File: config.mk
export PLATFORM = sky130hd
export DESIGN_NAME = wprot_guard
export DESIGN_NICKNAME = d
export VERILOG_FILES = /design/src/rtl/wprot_pkg.sv /design/src/rtl/wprot_datapath.sv /design/src/rtl/wprot_ctrl.sv /design/src/rtl/wprot_guard.sv
export SDC_FILE = /design/constraint.sdc
export NUM_CORES = 1
export LEC_CHECK = 0
export BUFFER_PORTS_ARGS = -buffer_cell sky130_fd_sc_hd__buf_2
export CORE_MARGIN = 2
export CORE_UTILIZATION = 45
export CTS_CLUSTER_SIZE = 10
export DETAILED_ROUTE_END_ITERATION = 8
export PLACE_DENSITY = 0.8
export SLEW_MARGIN = 0
export SYNTH_ARGS = -nofsm -noshare
export SYNTH_HDL_FRONTEND = slang
export SYNTH_SLANG_ARGS = --single-unit
File: constraint.sdc
create_clock -name clk -period 7.45 [get_ports clk]
set_input_delay 0.3725 -clock clk [delete_from_list [all_inputs] [get_ports clk]]
set_output_delay 0.3725 -clock clk [all_outputs]
set_load 0.03 [all_outputs]
File: src/rtl/wprot_pkg.sv
package wprot_pkg;
  typedef struct packed {
    logic setWel;
    logic clrWel;
    logic loadLock;
  } dp_strobe_t;

  typedef enum logic [1:0] {STEP_ONE, STEP_TWO, STEP_THREE} unlock_step_t;

  typedef enum logic [1:0] {
    LOCK_NONE    = 2'b00,
    LOCK_QUARTER = 2'b01,
    LOCK_HALF    = 2'b10,
    LOCK_ALL     = 2'b11
  } lock_t;

  localparam logic [7:0] CMD_SET_WEL  = 8'h02;
  localparam logic [7:0] CMD_SET_RWEL = 8'h06;
  localparam int LOCK_LSB = 3;
endpackage

File: src/rtl/wprot_datapath.sv
module wprot_datapath
  import wprot_pkg::*;
#(
  parameter int ADDR_W      = 9,
  parameter int BYTE_W      = 6,
  parameter int BIT_W       = 10,
  parameter int HDR_BYTES   = 2,
  parameter int PAGE_BYTES  = 16,
  parameter int SYNC_STAGES = 2
) (
  input  logic              clk,
  input  logic              rstN,
  input  dp_strobe_t        strobe,
  input  logic [7:0]        dataByte,
  input  logic [ADDR_W-1:0] memAddr,
  input  logic              ctrlSel,
  input  logic              wrDir,
  input  logic [BYTE_W-1:0] byteCount,
  input  logic [BIT_W-1:0]  bitCount,
  input  logic              lowSupply,
  output logic              welQ,
  output logic              lowSync,
  output logic              frameOk,
  output logic              addrLocked,
  output logic              isWelCmd,
  output logic              isRwelCmd
);
  localparam int MIN_WR_BYTES = HDR_BYTES + 1;
  localparam int MAX_WR_BYTES = HDR_BYTES + PAGE_BYTES;
  localparam int ARRAY_SIZE   = 1 << ADDR_W;
  localparam logic [ADDR_W-1:0] QUARTER_BASE = ADDR_W'((ARRAY_SIZE / 4) * 3);
  localparam logic [ADDR_W-1:0] HALF_BASE    = ADDR_W'(ARRAY_SIZE / 2);

  logic [SYNC_STAGES-1:0] syncQ;
  lock_t lockQ;
  logic bitsMatch, rangeOk;

  always_ff @(posedge clk) begin
    if (!rstN) syncQ <= '0;
    else       syncQ <= {syncQ[SYNC_STAGES-2:0], lowSupply};
  end
  assign lowSync = syncQ[SYNC_STAGES-1];

  always_ff @(posedge clk) begin
    if (!rstN)               welQ <= 1'b0;
    else if (strobe.clrWel)  welQ <= 1'b0;
    else if (strobe.setWel)  welQ <= 1'b1;
  end

  always_ff @(posedge clk) begin
    if (!rstN)                lockQ <= LOCK_NONE;
    else if (strobe.loadLock) lockQ <= lock_t'(dataByte[LOCK_LSB+1:LOCK_LSB]);
  end

  always_comb begin
    bitsMatch = (bitCount == BIT_W'(byteCount) * BIT_W'(9));
    if (!wrDir)       rangeOk = (byteCount != '0);
    else if (ctrlSel) rangeOk = (byteCount == BYTE_W'(MIN_WR_BYTES));
    else              rangeOk = (byteCount >= BYTE_W'(MIN_WR_BYTES)) &&
                                (byteCount <= BYTE_W'(MAX_WR_BYTES));
    frameOk = bitsMatch && rangeOk;
  end

  always_comb begin
    unique case (lockQ)
      LOCK_NONE:    addrLocked = 1'b0;
      LOCK_QUARTER: addrLocked = (memAddr >= QUARTER_BASE);
      LOCK_HALF:    addrLocked = (memAddr >= HALF_BASE);
      default:      addrLocked = 1'b1;
    endcase
  end

  assign isWelCmd  = (dataByte == CMD_SET_WEL);
  assign isRwelCmd = (dataByte == CMD_SET_RWEL);

  // the lock field follows the data byte of the committed third step
  p_lock_load_r6: assert property (@(posedge clk) disable iff (!rstN)
    strobe.loadLock |=> lockQ == lock_t'($past(dataByte[LOCK_LSB+1:LOCK_LSB])));
  // a synchronized low-supply event leaves the latch clear
  p_low_clears_wel_r7: assert property (@(posedge clk) disable iff (!rstN)
    lowSync |=> !welQ);
endmodule

File: src/rtl/wprot_ctrl.sv
module wprot_ctrl
  import wprot_pkg::*;
(
  input  logic       clk,
  input  logic       rstN,
  input  logic       busStart,
  input  logic       busStop,
  input  logic       ctrlSel,
  input  logic       wrDir,
  input  logic       wpPin,
  input  logic       welQ,
  input  logic       lowSync,
  input  logic       frameOk,
  input  logic       addrLocked,
  input  logic       isWelCmd,
  input  logic       isRwelCmd,
  output dp_strobe_t strobe,
  output logic       commitPulse,
  output logic       abortPulse
);
  unlock_step_t stepQ, stepD;
  logic activeQ, activeD, commitD, abortD;

  always_comb begin
    strobe  = '0;
    commitD = 1'b0;
    abortD  = 1'b0;
    stepD   = stepQ;
    activeD = activeQ;
    if (lowSync) begin
      strobe.clrWel = 1'b1;
      stepD   = STEP_ONE;
      activeD = 1'b0;
      abortD  = activeQ;
    end else if (activeQ && busStop) begin
      activeD = 1'b0;
      if (frameOk) begin
        stepD = STEP_ONE;
        if (wrDir && ctrlSel) begin
          if (isWelCmd) begin
            strobe.setWel = 1'b1;
            stepD = STEP_TWO;
          end else if (isRwelCmd && stepQ == STEP_TWO && welQ) begin
            stepD = STEP_THREE;
          end else if (stepQ == STEP_THREE && welQ && !wpPin) begin
            strobe.loadLock = 1'b1;
            strobe.clrWel   = 1'b1;
            commitD = 1'b1;
          end else begin
            abortD = 1'b1;
          end
        end else if (wrDir) begin
          if (welQ && !wpPin && !addrLocked) begin
            strobe.clrWel = 1'b1;
            commitD = 1'b1;
          end else begin
            abortD = 1'b1;
          end
        end
      end
    end else if (busStart) begin
      activeD = 1'b1;
    end
  end

  always_ff @(posedge clk) begin
    if (!rstN) begin
      stepQ       <= STEP_ONE;
      activeQ     <= 1'b0;
      commitPulse <= 1'b0;
      abortPulse  <= 1'b0;
    end else begin
      stepQ       <= stepD;
      activeQ     <= activeD;
      commitPulse <= commitD;
      abortPulse  <= abortD;
    end
  end

  // a commit requires the latch to have been set
  p_commit_wel_r1: assert property (@(posedge clk) disable iff (!rstN)
    commitPulse |-> $past(welQ));
  // a commit follows a well-formed stop
  p_commit_stop_r2: assert property (@(posedge clk) disable iff (!rstN)
    commitPulse |-> ($past(busStop) && $past(frameOk)));
  // a control commit needs the armed third step
  p_ctrl_armed_r3: assert property (@(posedge clk) disable iff (!rstN)
    (commitPulse && $past(ctrlSel)) |-> $past(stepQ) == STEP_THREE);
  // the protect pin blocks every commit
  p_commit_wp_r4: assert property (@(posedge clk) disable iff (!rstN)
    commitPulse |-> !$past(wpPin));
  // no commit while the supply is low
  p_commit_low_r5: assert property (@(posedge clk) disable iff (!rstN)
    commitPulse |-> !$past(lowSync));
  // an array commit never targets a locked address
  p_commit_lock_r6: assert property (@(posedge clk) disable iff (!rstN)
    (commitPulse && !$past(ctrlSel)) |-> !$past(addrLocked));
  // the latch is clear once a commit has been issued
  p_commit_clears_r7: assert property (@(posedge clk) disable iff (!rstN)
    commitPulse |-> !welQ);
  // single-cycle pulses, never together
  p_commit_single_r8: assert property (@(posedge clk) disable iff (!rstN)
    commitPulse |=> !commitPulse);
  p_abort_single_r8: assert property (@(posedge clk) disable iff (!rstN)
    abortPulse |=> !abortPulse);
  p_exclusive_r8: assert property (@(posedge clk) disable iff (!rstN)
    !(commitPulse && abortPulse));
endmodule

File: src/rtl/wprot_guard.sv
module wprot_guard
  import wprot_pkg::*;
#(
  parameter int ADDR_W     = 9,
  parameter int BYTE_W     = 6,
  parameter int HDR_BYTES  = 2,
  parameter int PAGE_BYTES = 16,
  parameter int BIT_W      = BYTE_W + 4
) (
  input  logic              clk,
  input  logic              rstN,
  input  logic              busStart,
  input  logic              busStop,
  input  logic [BIT_W-1:0]  bitCount,
  input  logic [BYTE_W-1:0] byteCount,
  input  logic [ADDR_W-1:0] memAddr,
  input  logic              ctrlSel,
  input  logic              wrDir,
  input  logic [7:0]        dataByte,
  input  logic              wpPin,
  input  logic              lowSupply,
  output logic              commitPulse,
  output logic              abortPulse
);
  dp_strobe_t strobe;
  logic welQ, lowSync, frameOk, addrLocked, isWelCmd, isRwelCmd;

  wprot_datapath #(
    .ADDR_W(ADDR_W), .BYTE_W(BYTE_W), .BIT_W(BIT_W),
    .HDR_BYTES(HDR_BYTES), .PAGE_BYTES(PAGE_BYTES), .SYNC_STAGES(2)
  ) u_datapath (
    .clk(clk), .rstN(rstN), .strobe(strobe), .dataByte(dataByte),
    .memAddr(memAddr), .ctrlSel(ctrlSel), .wrDir(wrDir),
    .byteCount(byteCount), .bitCount(bitCount), .lowSupply(lowSupply),
    .welQ(welQ), .lowSync(lowSync), .frameOk(frameOk),
    .addrLocked(addrLocked), .isWelCmd(isWelCmd), .isRwelCmd(isRwelCmd)
  );

  wprot_ctrl u_ctrl (
    .clk(clk), .rstN(rstN), .busStart(busStart), .busStop(busStop),
    .ctrlSel(ctrlSel), .wrDir(wrDir), .wpPin(wpPin), .welQ(welQ),
    .lowSync(lowSync), .frameOk(frameOk), .addrLocked(addrLocked),
    .isWelCmd(isWelCmd), .isRwelCmd(isRwelCmd), .strobe(strobe),
    .commitPulse(commitPulse), .abortPulse(abortPulse)
  );
endmodule

==> flow_summary.ini, run 1 <==
[sta]
finClkSkew_ns = 0.00268
rsz0062_at_grt = no
period_needed_ns = 2.85
timing.final.crit_share = 0.383
maxSlewViolCount = 0
tightest_slew_ns = 0.431
setup_violations = 0
max_freq_ghz = 0.350
fin_tns_setup_ns = 0
hold_viol = 0
slew_headroom = 0.711

[setup_path]
critical_path_class = in2reg
start_kind = input pin
crit_path_top_delay_cell = or4_1
cp_top_family = adder cells
crit_required_ns = 7.63
cp-end-kind = register
worstPathArrival_ns = 3.04
path_common_cell = ha_1
path_cells = buf_2 > ha_1 > ha_1 > fa_1 > xor2_1 > nor3_1 > nand4_1 > a211o_1 > or4_1 > a21boi_1
crit_fanout = 5
max_stage_delay_ns = 0.51
path_buf_inv = 1

[worst_hold_path]
hold_path.class = in2reg

[die]
ios = 43
coreArea_um2 = 1730
design.die.area_um2 = 2200
die_w_um = 46.9
start_util = 0.480
row_count = 15
die_h_um = 46.9

[logic_synthesis]
ys_ff_latch = 10
synth.most_common_cell = nand2_1
yosysTopAreaCellShare = 0.241
synth_commonest_cells = nand2_1, dfxtp_1, xor2_1
synth_seq_area_share = 0.241
async_flop_share = 0
synth_ff_type = dfxtp_1
ys_types = 34
mappedNetlistArea_um2 = 830
synth_warnings = 0
syn_inst = 93
yosys.area.top_type = dfxtp_1
synth-edff-count = 0
syn_area_per_cell_um2 = 8.92
synth_nets = 141
synth_area_leaders = dfxtp_1, xor2_1, ha_1

[global_route]
track_usage = 0.172
antenna_found_initial = 0
grt_max_degree = 9
grt-ovfl-total = 0
grt_pass1_wl_um = 2700
grt_pass1_vias = 738

[clocking]
cts_tree = built
cts.clk_slew.worst_paths_ns = 0.05
cts_made_buffers = 3
clockBufferDepth = 2
cts_setup_buffers = 0
clk_latency_ns = 0.25
cts-root-buf = clkbuf_4
numClockSinks = 10
ctsHtreeMaxLevel = 1
hold_buffers = 0
ctsResizeCount = 0

[detailed_routing]
routedWlPerCell_um = 11.8
antenna_left = 0
drc_errors = 0
finalWirelength_um = 1840
via_count = 851
drt-initial-drc-count = 11
vias_per_cell = 5.46
dr.pass1.iters = 4

[job]
max-cap-violations = 0

[power]
power_uw = 125
leakage_nw = 0.448
powerDensity_nw_per_um2 = 118
ir_drop_mv = 0.104

[cells_and_area]
drive_above_1_share = 0.336
multi_input_area_um2 = 629
nets = 181
area_growth_syn_to_layout_pct = 27.6
ff_latch_area_um2 = 200
fillers = 163
antenna_cells = 0
finalCoreUtilization = 0.613

[placed_design]
io_buffers = 35
gp_congestion = 0.869
dpl.hpwl_um = 1560

[outcome]
status = finished clean
## state kept, by name, indices dropped and copies added (netlist names)
register and count:
u_ctrl.activeQ 1, u_ctrl.stepQ 2, u_datapath.welQ 1, u_datapath.syncQ 2, u_datapath.lockQ 2, u_ctrl.commitPulse 1
u_ctrl.abortPulse 1
## worst reg2reg max path, cell delays in order (launching register included)
cell and delay, ns:
dfxtp_1 0.34, nand2_1 0.07, nor4_1 0.21, nand4_1 0.23, a211o_1 0.36, or4_1 0.51, a21boi_1 0.15
## layout by cell type (no fill, tap or decap), types with 2 or more instances in the layout
cell type and instances:
nand4b_1 2, nand4_1 2, and2_1 2, nor3_1 5
a21oi_1 4, o21ai_0 3, xor2_1 10, clkbuf_4 3
or4_1 4, mux2i_1 4, dfxtp_1 10, a21o_1 2
a211o_1 3, buf_2 35, nor2_1 3, ha_1 6
nand2_1 11, a211oi_1 3, or2_2 2
## path summary, 6_finish.rpt
path | start | to | slack, ns | cells past startpoint
max | byteCount[1] | u_ctrl.abortPulse | 4.60 | 10
min | lowSupply | u_datapath.syncQ[0] | 0.33 | 2
max reg2reg | u_ctrl.activeQ | u_ctrl.abortPulse | 5.52 | 6
min reg2reg | u_datapath.syncQ[0] | u_datapath.syncQ[1] | 0.44 | 1
## logic make-up after synthesis
kind of cell	Yosys count	synth area share
adder cells (fa/ha/maj)	7	0.115
AND/OR/NAND/NOR	40	0.276
multiplexers	4	0.0483
AO/OA/AOI/OAI	21	0.204
XOR/XNOR	11	0.116
flip-flops	10	0.241
## through the flow
| stage | setup slack, ns | instances | area [um2] | hold WS, ns |
|---|---|---|---|---|
| after floorplan | 4.65 | 93 | 830 | 0.412 |
| after global placement | 4.33 | 153 | 1040 | 0.417 |
| after detailed placement | 4.34 | 153 | 1040 | 0.423 |
| after CTS | 4.59 | 156 | 1060 | 0.325 |
| after global routing | 4.48 | 156 | 1060 | 0.324 |
| final | 4.60 | 156 | 1060 | 0.329 |
## report_power, final
part / switching, mW / total, mW / internal (mW)
Combinational: 0.0193 / 0.0372 / 0.0179
Clock: 0.0144 / 0.0328 / 0.0184
Sequential: 0.000500 / 0.0550 / 0.0545
## area by class of cell
class,instances,share of cell area
Tap cell,25,0.0296
Sequential cell,10,0.189
Timing Repair Buffer,35,0.165
Multi-Input combinational cell,83,0.595
Clock buffer,3,0.0213
## per-layer routing
layer,wire (um),part of all wire,global-route usage
met1,794,0.43,0.186
met2,964,0.53,0.323
met3,65,0.035,0.0115
met4,12,0.0065,0.100
met5,0,0,0
Note: power is estimated with default switching activity, not from simulation.
==> run 2: changes to the inputs <==
Settings changed: ABC_AREA from default to 1, CORE_UTILIZATION 45 to 43, PLACE_DENSITY 0.8 to 0.75.
Clock period 7.45 ns to 2.5 ns, I/O delays scaled along.
==> run 2 against run 1 <==
Global-route usage grew 0.37 points. Setup slack lost 4.1 ns. First-iteration DRC count grew to 2.5 times the previous value. Highest routed layer unchanged.
==> flow_summary.ini, run 2 <==
[sta]
setup_violations = 0
fin_tns_setup_ns = 0
period_needed_ns = 2.03
finClkSkew_ns = 0.000674
maxSlewViolCount = 0
max_freq_ghz = 0.493
rsz0062_at_grt = no
hold_viol = 0
timing.final.crit_share = 0.811
setup_ws_ns = 0.473
slew_headroom = 0.839
tightest_slew_ns = 0.241

[cells_and_area]
multi_input_area_um2 = 737
antenna_cells = 0
nets = 292
ff_latch_area_um2 = 200
fillers = 272
area_growth_syn_to_layout_pct = 23.0
finalCoreUtilization = 0.548
reg_top3 = u_ctrl.stepQ x2, u_datapath.lockQ x2, u_datapath.syncQ x2
final_cell_mix = nand2_1, buf_2, nor2_1
drive_above_1_share = 0.218
finalInstanceArea_um2 = 1330
layout_commonest_cell = nand2_1

[logic_synthesis]
async_flop_share = 0
ys_types = 21
synthAdderAreaFrac = 0.0878
synth_area_leaders = nand2_1, dfxtp_1, nor2_1
synth_compound_area_frac = 0.0370
syn_inst = 204
synth_top_family_by_area = simple AND/OR/NAND/NOR gates
ys_ff_latch = 10
yosysTopAreaCellShare = 0.260
syn_area_per_cell_um2 = 5.31
mappedNetlistArea_um2 = 1080
synth-simple-area-share = 0.555
synth_warnings = 0
synth_ff_type = dfxtp_1
synth_seq_area_share = 0.185
yosys.area.top_type = nand2_1
synth_commonest_cells = nand2_1, nor2_1, inv_1
synth_nets = 252
synth-edff-count = 0
synth.mux.area_fraction = 0
synth.most_common_cell = nand2_1
synth_xor_area_frac = 0

[detailed_routing]
finalWirelength_um = 2280
antenna_left = 0
routedWlPerCell_um = 8.33
via_count = 1206
dr.max_layer_used = met4
vias_per_cell = 4.42
drt-initial-drc-count = 28
routed-wl-met3_um = 108
dr.pass1.iters = 4
wl_met1_um = 1170
drc_errors = 0
wl_met2_um = 969

[global_route]
track_usage = 0.176
grt_pass1_vias = 946
grt_max_degree = 8
grt_pass1_wl_um = 3750
antenna_found_initial = 0
grt-ovfl-total = 0

[die]
coreArea_um2 = 2430
row_count = 18
design.die.area_um2 = 2940
start_util = 0.445
die_w_um = 54.2
die_h_um = 54.2
ios = 43

[clocking]
cts_tree = built
cts-root-buf = clkbuf_4
clk_latency_ns = 0.27
cts.clk_slew.worst_paths_ns = 0.07
cts_made_buffers = 3
hold_buffers = 0
cts_setup_buffers = 0
clockBufferDepth = 2
ctsResizeCount = 0
ctsHtreeMaxLevel = 1
numClockSinks = 10

[setup_path]
worstPathArrival_ns = 2.20
reg2reg_to = u_datapath.welQ
crit_required_ns = 2.67
critical_path_cell_count = 15
start_kind = input pin
path_buf_inv = 2
crit_path_top_delay_cell = fa_1
cp-startpoint = byteCount[4]
reg2reg_from = u_ctrl.activeQ
path_cells = buf_2 > ha_1 > ha_1 > fa_1 > inv_1 > nand2_1 > nand2_1 > nor2_1 > nand2_1 > nor2_2 > nand2_2 > nor2_4 > nand3_2 > nor2_1 > nor2_1
reg2reg_depth = 11
crit_end = u_datapath.lockQ[0]
critical_path_class = in2reg
cp_top_family = adder cells
r2r_setup_slack_ns = 1.17
crit_fanout = 7
max_stage_delay_ns = 0.52
cp-end-kind = register

[placed_design]
gp_congestion = 0.866
dpl.hpwl_um = 1990
place_area_um2 = 1300
io_buffers = 35
pre_cts_slack_ns = 0.166

[power]
power_uw = 465
powerDensity_nw_per_um2 = 349
leakage_nw = 0.801
ir_drop_mv = 0.230

[job]
max-cap-violations = 0

[worst_hold_path]
hold_path.class = in2reg

[outcome]
status = finished clean
## run 2: changes by cell type after synthesis, sizes merged, moves of 10 or more
| cell | before | now |
|---|---|---|
| xor2 | 10 | 0 |
| inv | 0 | 38 |
| nand3 | 1 | 14 |
| nor2 | 3 | 39 |
| nand2 | 11 | 77 |
## run 2: per-stage QoR
step | instances | hold WS [ns]
floorplan | 204 | 0.218
global placement | 269 | 0.305
detailed placement | 269 | 0.311
CTS | 273 | 0.0242
global route | 273 | 0.0323
finish | 273 | 0.0317
## run 2: layout make-up
type,count,share of cell area
multi-input combinational,155,0.553
clock buffer,4,0.0272
tap,30,0.0282
sequential,10,0.150
inverter,39,0.110
timing repair buffer,35,0.131
## run 2: where the power goes
| part | leakage [nW] | internal (mW) | switching [mW] |
|---|---|---|---|
| Clock | 0.0210 | 0.0886 | 0.0594 |
| Sequential | 0.0812 | 0.162 | 0.00180 |
| Combinational | 0.699 | 0.0621 | 0.0911 |
## run 2: tightest hold or removal path, cell delays in order
cell and delay [ns]:
buf_2 0.07, nand2_1 0.04, inv_1 0.04
## run 2: layer usage
metal	up-vias	GRT usage
met5	-	0
met4	0	0.0542
met3	4	0.0639
met2	20	0.253
met1	490	0.241
li1	692	-
## run 2: kinds of logic after synthesis
kind of cell	count (synthesis)
DFF	10
AOI/OAI and AO/OA	8
adders and majority gates	7
buffers and inverters	39
and+or+nand+nor	140
## run 2: how the worst min path moves through the flow
stage	slack, ns	start	endpoint	depth (start not counted)
2_1_floorplan	0.22	rstN	u_datapath.syncQ[0]	2
6_report	0.03	lowSupply	u_datapath.syncQ[0]	3
3_3_place_gp	0.31	lowSupply	u_datapath.syncQ[0]	3
5_1_grt	0.03	lowSupply	u_datapath.syncQ[0]	3
3_5_place_dp	0.31	lowSupply	u_datapath.syncQ[0]	3
4_1_cts	0.02	lowSupply	u_datapath.syncQ[0]	3
